### src/rtl/shmarb_pkg.sv
package shmarb_pkg;
   typedef enum logic [1:0] {
      SLOT_IDLE  = 2'd0,
      SLOT_VIDEO = 2'd1,
      SLOT_CPU   = 2'd2
   } slot_kind_t;

   typedef enum logic [1:0] {
      RET_NONE  = 2'd0,
      RET_VIDEO = 2'd1,
      RET_CPU   = 2'd2
   } ret_tag_t;

   localparam int PHASES  = 4;
   localparam int PHASE_W = 2;
endpackage

### src/rtl/shmarb_phase.sv
module shmarb_phase
   import shmarb_pkg::*;
#(
   parameter int CPU_SLOT   = 3,
   parameter int VID_SLOT_A = 0,
   parameter int VID_SLOT_B = 2
) (
   input  logic               clk,
   input  logic               rst,
   output logic [PHASE_W-1:0] phase,
   output slot_kind_t         kind
);
   logic [PHASES-1:0] vid_hit;
   logic [PHASES-1:0] cpu_hit;

   always_ff @(posedge clk) begin
      if (rst) phase <= '0;
      else     phase <= phase + 1'b1;
   end

   for (genvar p = 0; p < PHASES; p++) begin : g_slot
      localparam bit IS_VID = (p == VID_SLOT_A) || (p == VID_SLOT_B);
      localparam bit IS_CPU = (p == CPU_SLOT);
      assign vid_hit[p] = IS_VID && (phase == PHASE_W'(p));
      assign cpu_hit[p] = IS_CPU && (phase == PHASE_W'(p));
   end

   always_comb begin
      if (|cpu_hit)      kind = SLOT_CPU;
      else if (|vid_hit) kind = SLOT_VIDEO;
      else               kind = SLOT_IDLE;
   end
endmodule

### src/rtl/shmarb_port_mux.sv
module shmarb_port_mux
   import shmarb_pkg::*;
#(
   parameter int ADDR_W = 8,
   parameter int DATA_W = 8
) (
   input  slot_kind_t        kind,
   input  logic              cpu_mreq,
   input  logic              cpu_rd,
   input  logic              cpu_wr,
   input  logic [ADDR_W-1:0] cpu_addr,
   input  logic [DATA_W-1:0] cpu_wdata,
   input  logic [ADDR_W-1:0] vid_addr,
   output logic              ram_en,
   output logic              ram_we,
   output logic [ADDR_W-1:0] ram_addr,
   output logic [DATA_W-1:0] ram_wdata,
   output ret_tag_t          tag
);
   always_comb begin
      ram_en    = 1'b0;
      ram_we    = 1'b0;
      ram_addr  = vid_addr;
      ram_wdata = '0;
      tag       = RET_NONE;
      unique case (kind)
         SLOT_VIDEO: begin
            ram_en = 1'b1;
            tag    = RET_VIDEO;
         end
         SLOT_CPU: begin
            if (cpu_mreq && cpu_wr) begin
               ram_en    = 1'b1;
               ram_we    = 1'b1;
               ram_addr  = cpu_addr;
               ram_wdata = cpu_wdata;
            end else if (cpu_mreq && cpu_rd) begin
               ram_en   = 1'b1;
               ram_addr = cpu_addr;
               tag      = RET_CPU;
            end
         end
         default: ;
      endcase
   end
endmodule

### src/rtl/shmarb_return.sv
module shmarb_return
   import shmarb_pkg::*;
#(
   parameter int DATA_W = 8
) (
   input  logic              clk,
   input  logic              rst,
   input  ret_tag_t          tag,
   input  logic [DATA_W-1:0] ram_rdata,
   output logic [DATA_W-1:0] vid_data,
   output logic              vid_valid,
   output logic [DATA_W-1:0] cpu_rdata
);
   ret_tag_t tag_q;

   always_ff @(posedge clk) begin
      if (rst) begin
         tag_q     <= RET_NONE;
         vid_data  <= '0;
         vid_valid <= 1'b0;
         cpu_rdata <= '0;
      end else begin
         tag_q     <= tag;
         vid_valid <= (tag_q == RET_VIDEO);
         if (tag_q == RET_VIDEO) vid_data  <= ram_rdata;
         if (tag_q == RET_CPU)   cpu_rdata <= ram_rdata;
      end
   end
endmodule

### src/rtl/shmarb_wait_arbiter.sv
module shmarb_wait_arbiter
   import shmarb_pkg::*;
#(
   parameter int ADDR_W     = 8,
   parameter int DATA_W     = 8,
   parameter int CPU_SLOT   = 3,
   parameter int VID_SLOT_A = 0,
   parameter int VID_SLOT_B = 2
) (
   input  logic              clk,
   input  logic              rst,
   input  logic              cpu_mreq,
   input  logic              cpu_rd,
   input  logic              cpu_wr,
   input  logic [ADDR_W-1:0] cpu_addr,
   input  logic [DATA_W-1:0] cpu_wdata,
   output logic [DATA_W-1:0] cpu_rdata,
   output logic              cpu_wait_n,
   input  logic [ADDR_W-1:0] vid_addr,
   output logic [DATA_W-1:0] vid_data,
   output logic              vid_valid,
   output logic              ram_en,
   output logic              ram_we,
   output logic [ADDR_W-1:0] ram_addr,
   output logic [DATA_W-1:0] ram_wdata,
   input  logic [DATA_W-1:0] ram_rdata
);
   if (ADDR_W < 1 || DATA_W < 1) begin : g_bad_width
      $error("shmarb_wait_arbiter: widths must be positive");
   end
   if (CPU_SLOT >= PHASES || VID_SLOT_A >= PHASES || VID_SLOT_B >= PHASES) begin : g_bad_range
      $error("shmarb_wait_arbiter: slot index out of range");
   end
   if (CPU_SLOT == VID_SLOT_A || CPU_SLOT == VID_SLOT_B || VID_SLOT_A == VID_SLOT_B) begin : g_bad_overlap
      $error("shmarb_wait_arbiter: slots must be distinct");
   end

   logic [PHASE_W-1:0] phase;
   slot_kind_t         kind;
   ret_tag_t           tag;

   shmarb_phase #(
      .CPU_SLOT(CPU_SLOT), .VID_SLOT_A(VID_SLOT_A), .VID_SLOT_B(VID_SLOT_B)
   ) u_phase (
      .clk(clk), .rst(rst), .phase(phase), .kind(kind)
   );

   shmarb_port_mux #(.ADDR_W(ADDR_W), .DATA_W(DATA_W)) u_mux (
      .kind(kind), .cpu_mreq(cpu_mreq), .cpu_rd(cpu_rd), .cpu_wr(cpu_wr),
      .cpu_addr(cpu_addr), .cpu_wdata(cpu_wdata), .vid_addr(vid_addr),
      .ram_en(ram_en), .ram_we(ram_we), .ram_addr(ram_addr),
      .ram_wdata(ram_wdata), .tag(tag)
   );

   shmarb_return #(.DATA_W(DATA_W)) u_ret (
      .clk(clk), .rst(rst), .tag(tag), .ram_rdata(ram_rdata),
      .vid_data(vid_data), .vid_valid(vid_valid), .cpu_rdata(cpu_rdata)
   );

   assign cpu_wait_n = (kind == SLOT_CPU);

   logic unused_phase;
   assign unused_phase = ^phase;
endmodule

### config.mk
export PLATFORM = sky130hd
export DESIGN_NAME = shmarb_wait_arbiter
export DESIGN_NICKNAME = d
export VERILOG_FILES = /design/src/rtl/shmarb_pkg.sv /design/src/rtl/shmarb_phase.sv /design/src/rtl/shmarb_port_mux.sv /design/src/rtl/shmarb_return.sv /design/src/rtl/shmarb_wait_arbiter.sv
export SDC_FILE = /design/constraint.sdc
export NUM_CORES = 1
export LEC_CHECK = 0
export BUFFER_PORTS_ARGS = -buffer_cell sky130_fd_sc_hd__clkbuf_2
export CORE_MARGIN = 2
export CORE_UTILIZATION = 35
export CTS_BUF_LIST = sky130_fd_sc_hd__clkbuf_4 sky130_fd_sc_hd__clkbuf_8
export DETAILED_ROUTE_END_ITERATION = 10
export PLACE_DENSITY = 0.72
export SLEW_MARGIN = 20
export SYNTH_ARGS = -nofsm -noshare
export SYNTH_HDL_FRONTEND = slang
export SYNTH_SLANG_ARGS = --single-unit
### constraint.sdc
create_clock -name clk -period 2.9 [get_ports clk]
set_input_delay 0.29 -clock clk [delete_from_list [all_inputs] [get_ports clk]]
set_output_delay 0.29 -clock clk [all_outputs]
set_load 0.05 [all_outputs]
==> Word-level counts from Yosys, hierarchy flattened <==
Index checks and enable logic that the tools add are counted.
Widths: inputs -> output; s select.
{ "totals": {"regBits": 21, "inputBits": 37, "out_inout_bits": 36} }
{ "classes": {"n_addsub": 1, "eq_ne": 6, "n_mux": 15, "reduce_logical": 4} }
{ "ops": {"columns": ["cell", "n"], "rows": [
  ["$mux 8", 5],
  ["$eq 2x2->1 const B", 4],
  ["$mux 2", 3],
  ["$mux 1", 5],
  ["$eq 2x1->1 const B", 2],
  ["$pmux 2 s2", 1],
  ["$add 2x1->2 const B", 1],
  ["$logic_and 1x1->1", 2],
  ["$logic_not 2->1", 1],
  ["$pmux 1 s2", 1],
  ["$reduce_or 2->1", 1]
]} }

==> Longest topological paths before layout <==
{ "depth": {"word_depth": 6, "mapped_depth": 4} }

==> Hierarchy <==
A second synthesis with hierarchy kept.
{ "hier_totals": {"hier_cells": 109, "hier_area_um2": 1144.8} }
{ "modules_own_cells": {"columns": ["module", "n_inst", "cells_each", "area_each_um2", "seq_area_each_um2"], "rows": [
  ["shmarb_return", 1, 70, 787.0, 380.4],
  ["shmarb_port_mux", 1, 28, 239.0, 0.0],
  ["shmarb_phase", 1, 10, 105.1, 40.0],
  ["shmarb_wait_arbiter", 1, 1, 13.8, 0.0]
]} }

==> Worst setup path after synthesis <==
Ideal clock, no wire load.
{ "synth_path": {"kind": "reg-to-output", "from": "register u_phase.phase[0]", "to": "output ram_wdata[0]", "arrival_ps": 1925, "slack_ps": 685, "path_stages_with_launch": 5, "n_path_buf": 1, "cell_sequence": "dfxtp_1 -> ha_1 -> and3_1 -> buf_2 -> and2_1"} }
{ "synth_via": {"elab_chain_len": 6, "elab_cells_between_ends": 8, "classes_between": "eq/ne: 3; mux: 3; reduce/logical: 2"} }
{ "synth_lines": {"columns": ["item", "line", "rtl"], "rows": [
  ["from (decl)", "shmarb_phase.sv:10", "output logic [PHASE_W-1:0] phase,"],
  ["from (signal assigned)", "shmarb_phase.sv:18", "else phase <= phase + 1'b1;"],
  ["$eq 2x2->1 or $logic_not 2->1 (tied branches)", "shmarb_phase.sv:24", "assign vid_hit[p] = IS_VID && (phase == PHASE_W'(p));"],
  ["$reduce_or 2->1", "shmarb_phase.sv:30", "else if (|vid_hit) kind = SLOT_VIDEO;"],
  ["$mux 1", "shmarb_phase.sv:30", null],
  ["$mux 2 *", "shmarb_phase.sv:29", "if (|cpu_hit) kind = SLOT_CPU;"],
  ["$eq 2x2->1 *", null, null],
  ["named net cpu_wait_n", "shmarb_wait_arbiter.sv:18", "output logic cpu_wait_n,"],
  ["$mux 8 *", "shmarb_port_mux.sv:26", "unique case (kind)"],
  ["to (decl)", "shmarb_wait_arbiter.sv:25", "output logic [DATA_W-1:0] ram_wdata,"]
]} }
The timed path passes the listed nets; every way through them passes the cells marked *.

==> Final worst setup path <==
{ "layout_path": {"from": "register u_phase.phase[0]", "to": "output ram_addr[7]"} }
{ "layout_via": {"elab_chain_len": 6, "elab_cells_between_ends": 8, "classes_between": "eq/ne: 3; mux: 3; reduce/logical: 2"} }
{ "layout_lines": {"columns": ["item", "line", "rtl"], "rows": [
  ["$eq 2x2->1 or $logic_not 2->1 (tied branches)", "shmarb_phase.sv:24", null],
  ["$reduce_or 2->1", "shmarb_phase.sv:30", null],
  ["$mux 1", "shmarb_phase.sv:30", null],
  ["$mux 2 *", "shmarb_phase.sv:29", null],
  ["$eq 2x2->1 *", "shmarb_port_mux.sv:26", null],
  ["$mux 8 *", "shmarb_port_mux.sv:26", null],
  ["to (decl)", "shmarb_wait_arbiter.sv:24", "output logic [ADDR_W-1:0] ram_addr,"]
]} }
Every way passes the cells marked *; elsewhere a longest branch is shown, timed or not.

==> summary.txt <==
Status
  • Status: completed

Floorplanning
  • FP Rows: 18
  • Die area: ~0.0032 mm2
  • Starting Density: a little under two fifths
  • Core ar.: 0.00252 mm2
  • Die width: between 50 and 60 um
  • Die Y: about 56 um
  • I/O pins: 73

STA
  • Max frequency: between 0.4 and 0.5 GHz
  • RSZ-0062 raised after global routing: no
  • Endpoints failing hold: 0
  • Setup-failing EPs final: 0
  • Tmin final: between 2 and 2.5 ns
  • Worst Tran Pin Value: a little under 0.6 ns
  • Relative slew margins: between 60% and 70%
  • Final worst slack: between 0.8 and 0.9 ns
  • Worst hold slack: 0.209 ns
  • Worst clock skew: 0.00227 ns
  • Setup TNS: 0 ns
  • Final Slew Violations: 0
  • Final period utilization: 69.6%

Placed design
  • Place WS: approximately 1.2 ns
  • Post-DP HPWL: 1.87 mm
  • GP Congestion: 0.702
  • I/O Buffers: 72

Global routing
  • Routing usage on met1: ~17%
  • GRT Max-Usage Layer: met2
  • Maximum number of pins on one net before global-route repair: 22
  • Gr usage total: between 10% and 20%
  • M3 GR Usage: about 4.9%
  • First-pass GRT wire length: 3.91 mm
  • GR Layer Usage met2: between 20 and 30%
  • Vias in the first global route: between 900 and 1000
  • Gr ovfl total: 0
  • Initial antenna violation count: 0

Setup path
  • Slowest CP cell: mux2_2
  • Slowest stage delay, CP: roughly 0.38 ns
  • Kind of critical path: register to output port
  • Critical-path cell list: ha_1, o211ai_4, mux2_2, clkbuf_2
  • Worst-path maximum fanout: 8
  • Crit path max-delay family: multiplexers
  • Buf/Inv on CP: 1
  • CP arrival: roughly 1.7 ns
  • WP data required: ~2.6 ns
  • Worst Setup Start Kind: register
  • Worst Setup End Kind: output port

Clock tree
  • Post-CTS Resized: 0
  • Later-pin clock latency in the skew report: ~0.30 ns
  • Hold_buf cts: 0
  • Clock Tree Buf Depth: 2
  • Clock transition at the registers of the reported paths: 0.11 ns
  • Post-CTS Setup Inserts: 0
  • Clock Sink Count: 21
  • Root Buffer: clkbuf_4
  • Htree depth: 1
  • TritonCTS clock tree: built
  • TritonCTS Buffers: 3

Run
  • Max_cap viols: 0

Power and ir drop
  • Peak VDD IR: ~330 uV
  • Power Dens Cells: around 460 mW/mm2
  • Leakage: ~0.75 nW

Yosys
  • Cells after Synth: just over 100
  • Mapped Nets: around 140
  • Yosys top cell by area: dfxtp_1
  • Syn avg cell area: 9.27 um2
  • Synth top area share: about 44%
  • Yosys cell types: 22
  • Sequential fraction of the synthesis area: 44.0%
  • FF+latch count, synth: 21
  • Mapped Area: 955 um2
  • Yosys warning count: 0
  • Largest cells by area after synthesis: dfxtp_1 (44%), mux2_2 (9.4%), mux2i_1 (8.4%)

Detailed routing
  • Iteration-0 DRC Markers: 8
  • Average vias per placed instance: around 4.6
  • DR WL/cell: around 11 um
  • First-pass DRT Iterations: 4
  • Routed wire length: between 2 and 2.5 mm
  • Number of vias in the routed layout: 929
  • DRC viols: 0
  • Remaining antenna violation count: 0

Finish
  • Area grow syn2layout: 41.7%
  • Layout Nets: 215
  • # diodes: 0
  • Fin util: 53.6%
  • Layout fillers: 246
  • Layout cells sized above 1: just under 50%

Min path
  • Hold Path Class: input port to register
==> worst register-to-register path, delay by kind of cell, from the launching register on <==
| kind | cells | cell delay [ns] |
|---|---|---|
| multiplexers | 1 | 0.26 |
| AND/OR/NAND/NOR | 2 | 0.51 |
| flip-flops | 1 | 0.35 |
==> per-stage QoR <==
stage               power, W  instance area, um2  std cells
finish              0.000622                1350        203
global route        0.000657                1350        203
CTS                 0.000632                1350        203
detailed placement  0.000485                1320        199
global placement    0.000481                1320        199
floorplan           0.000432                 955        103
==> cells in the final DEF, fill, tap and decap left out, drive strengths merged <==
master	synthesis	layout
nor3	1	1
o21ai	1	1
mux2	8	8
inv	2	2
ha	4	4
and2	7	7
a21oi	8	8
mux2i	8	8
nand2	16	16
and4	1	1
nand4b	1	1
nor2	12	12
dfxtp	21	21
nand2b	2	2
nor2b	2	2
clkbuf	3	76
and3	1	1
o211ai	2	2
==> power breakdown <==
| group | total [W] | switching, W | leakage [nW] | internal (W) |
|---|---|---|---|---|
| Clock | 0.000145 | 0.0000822 | 0.0184 | 0.0000630 |
| Sequential | 0.000310 | 0.00000791 | 0.171 | 0.000302 |
| Combinational | 0.000167 | 0.000118 | 0.564 | 0.0000497 |
==> cell families after synthesis <==
logic type	count (synthesis)	share of synthesized area, %
AOI/OAI and AO/OA	11	7.73
buffers and inverters	8	3.93
and+or+nand+nor	43	21.2
adders and majority gates	4	5.24
muxes	16	17.8
DFF	21	44.0
==> layout make-up <==
| type | count | area (um2) | share of cell area, % |
|---|---|---|---|
| multi-input combinational | 74 | 497 | 36.7 |
| clock buffer | 4 | 30.0 | 2.22 |
| inverter | 2 | 7.51 | 0.555 |
| tap | 30 | 37.5 | 2.78 |
| sequential | 21 | 420 | 31.1 |
| timing repair buffer | 72 | 360 | 26.6 |
==> path summary, 6_finish.rpt <==
path | start | to | slack (ns) | cells after the start
setup / recovery | u_phase.phase[0] | ram_addr[7] | 0.88 | 4
hold reg to reg | u_ret.vid_data[1] | u_ret.vid_data[1] | 0.46 | 2
setup reg to reg | u_ret.tag_q[0] | u_ret.cpu_rdata[1] | 1.67 | 3
hold / removal | ram_rdata[1] | u_ret.vid_data[1] | 0.21 | 3
==> registers in the layout, summed over array words and instances (netlist names) <==
name / count
u_phase.phase: 2
u_ret.tag_q: 2
u_ret.cpu_rdata: 8
u_ret.vid_valid: 1
u_ret.vid_data: 8
==> cell usage after synthesis <==
master	instances
mux2i_1	8
o211ai_1	1
buf_4	1
nor2b_1	2
clkbuf_2	1
dfxtp_1	21
buf_2	2
o211ai_4	1
clkbuf_1	2
and2_1	7
ha_1	4
inv_1	2
and4_1	1
nor3_1	1
a21oi_1	8
o21ai_0	1
nand4b_1	1
nor2_1	12
nand2b_1	2
nand2_1	16
mux2_2	8
and3_1	1
==> routing by layer <==
| layer | vias up | part of all wire, % |
|---|---|---|
| met2 | 16 | 55 |
| met5 | - | 0 |
| li1 | 480 | - |
| met4 | 0 | 0.93 |
| met1 | 428 | 40 |
| met3 | 5 | 4.4 |
No activity file was read; power rests on OpenSTA's default activity.
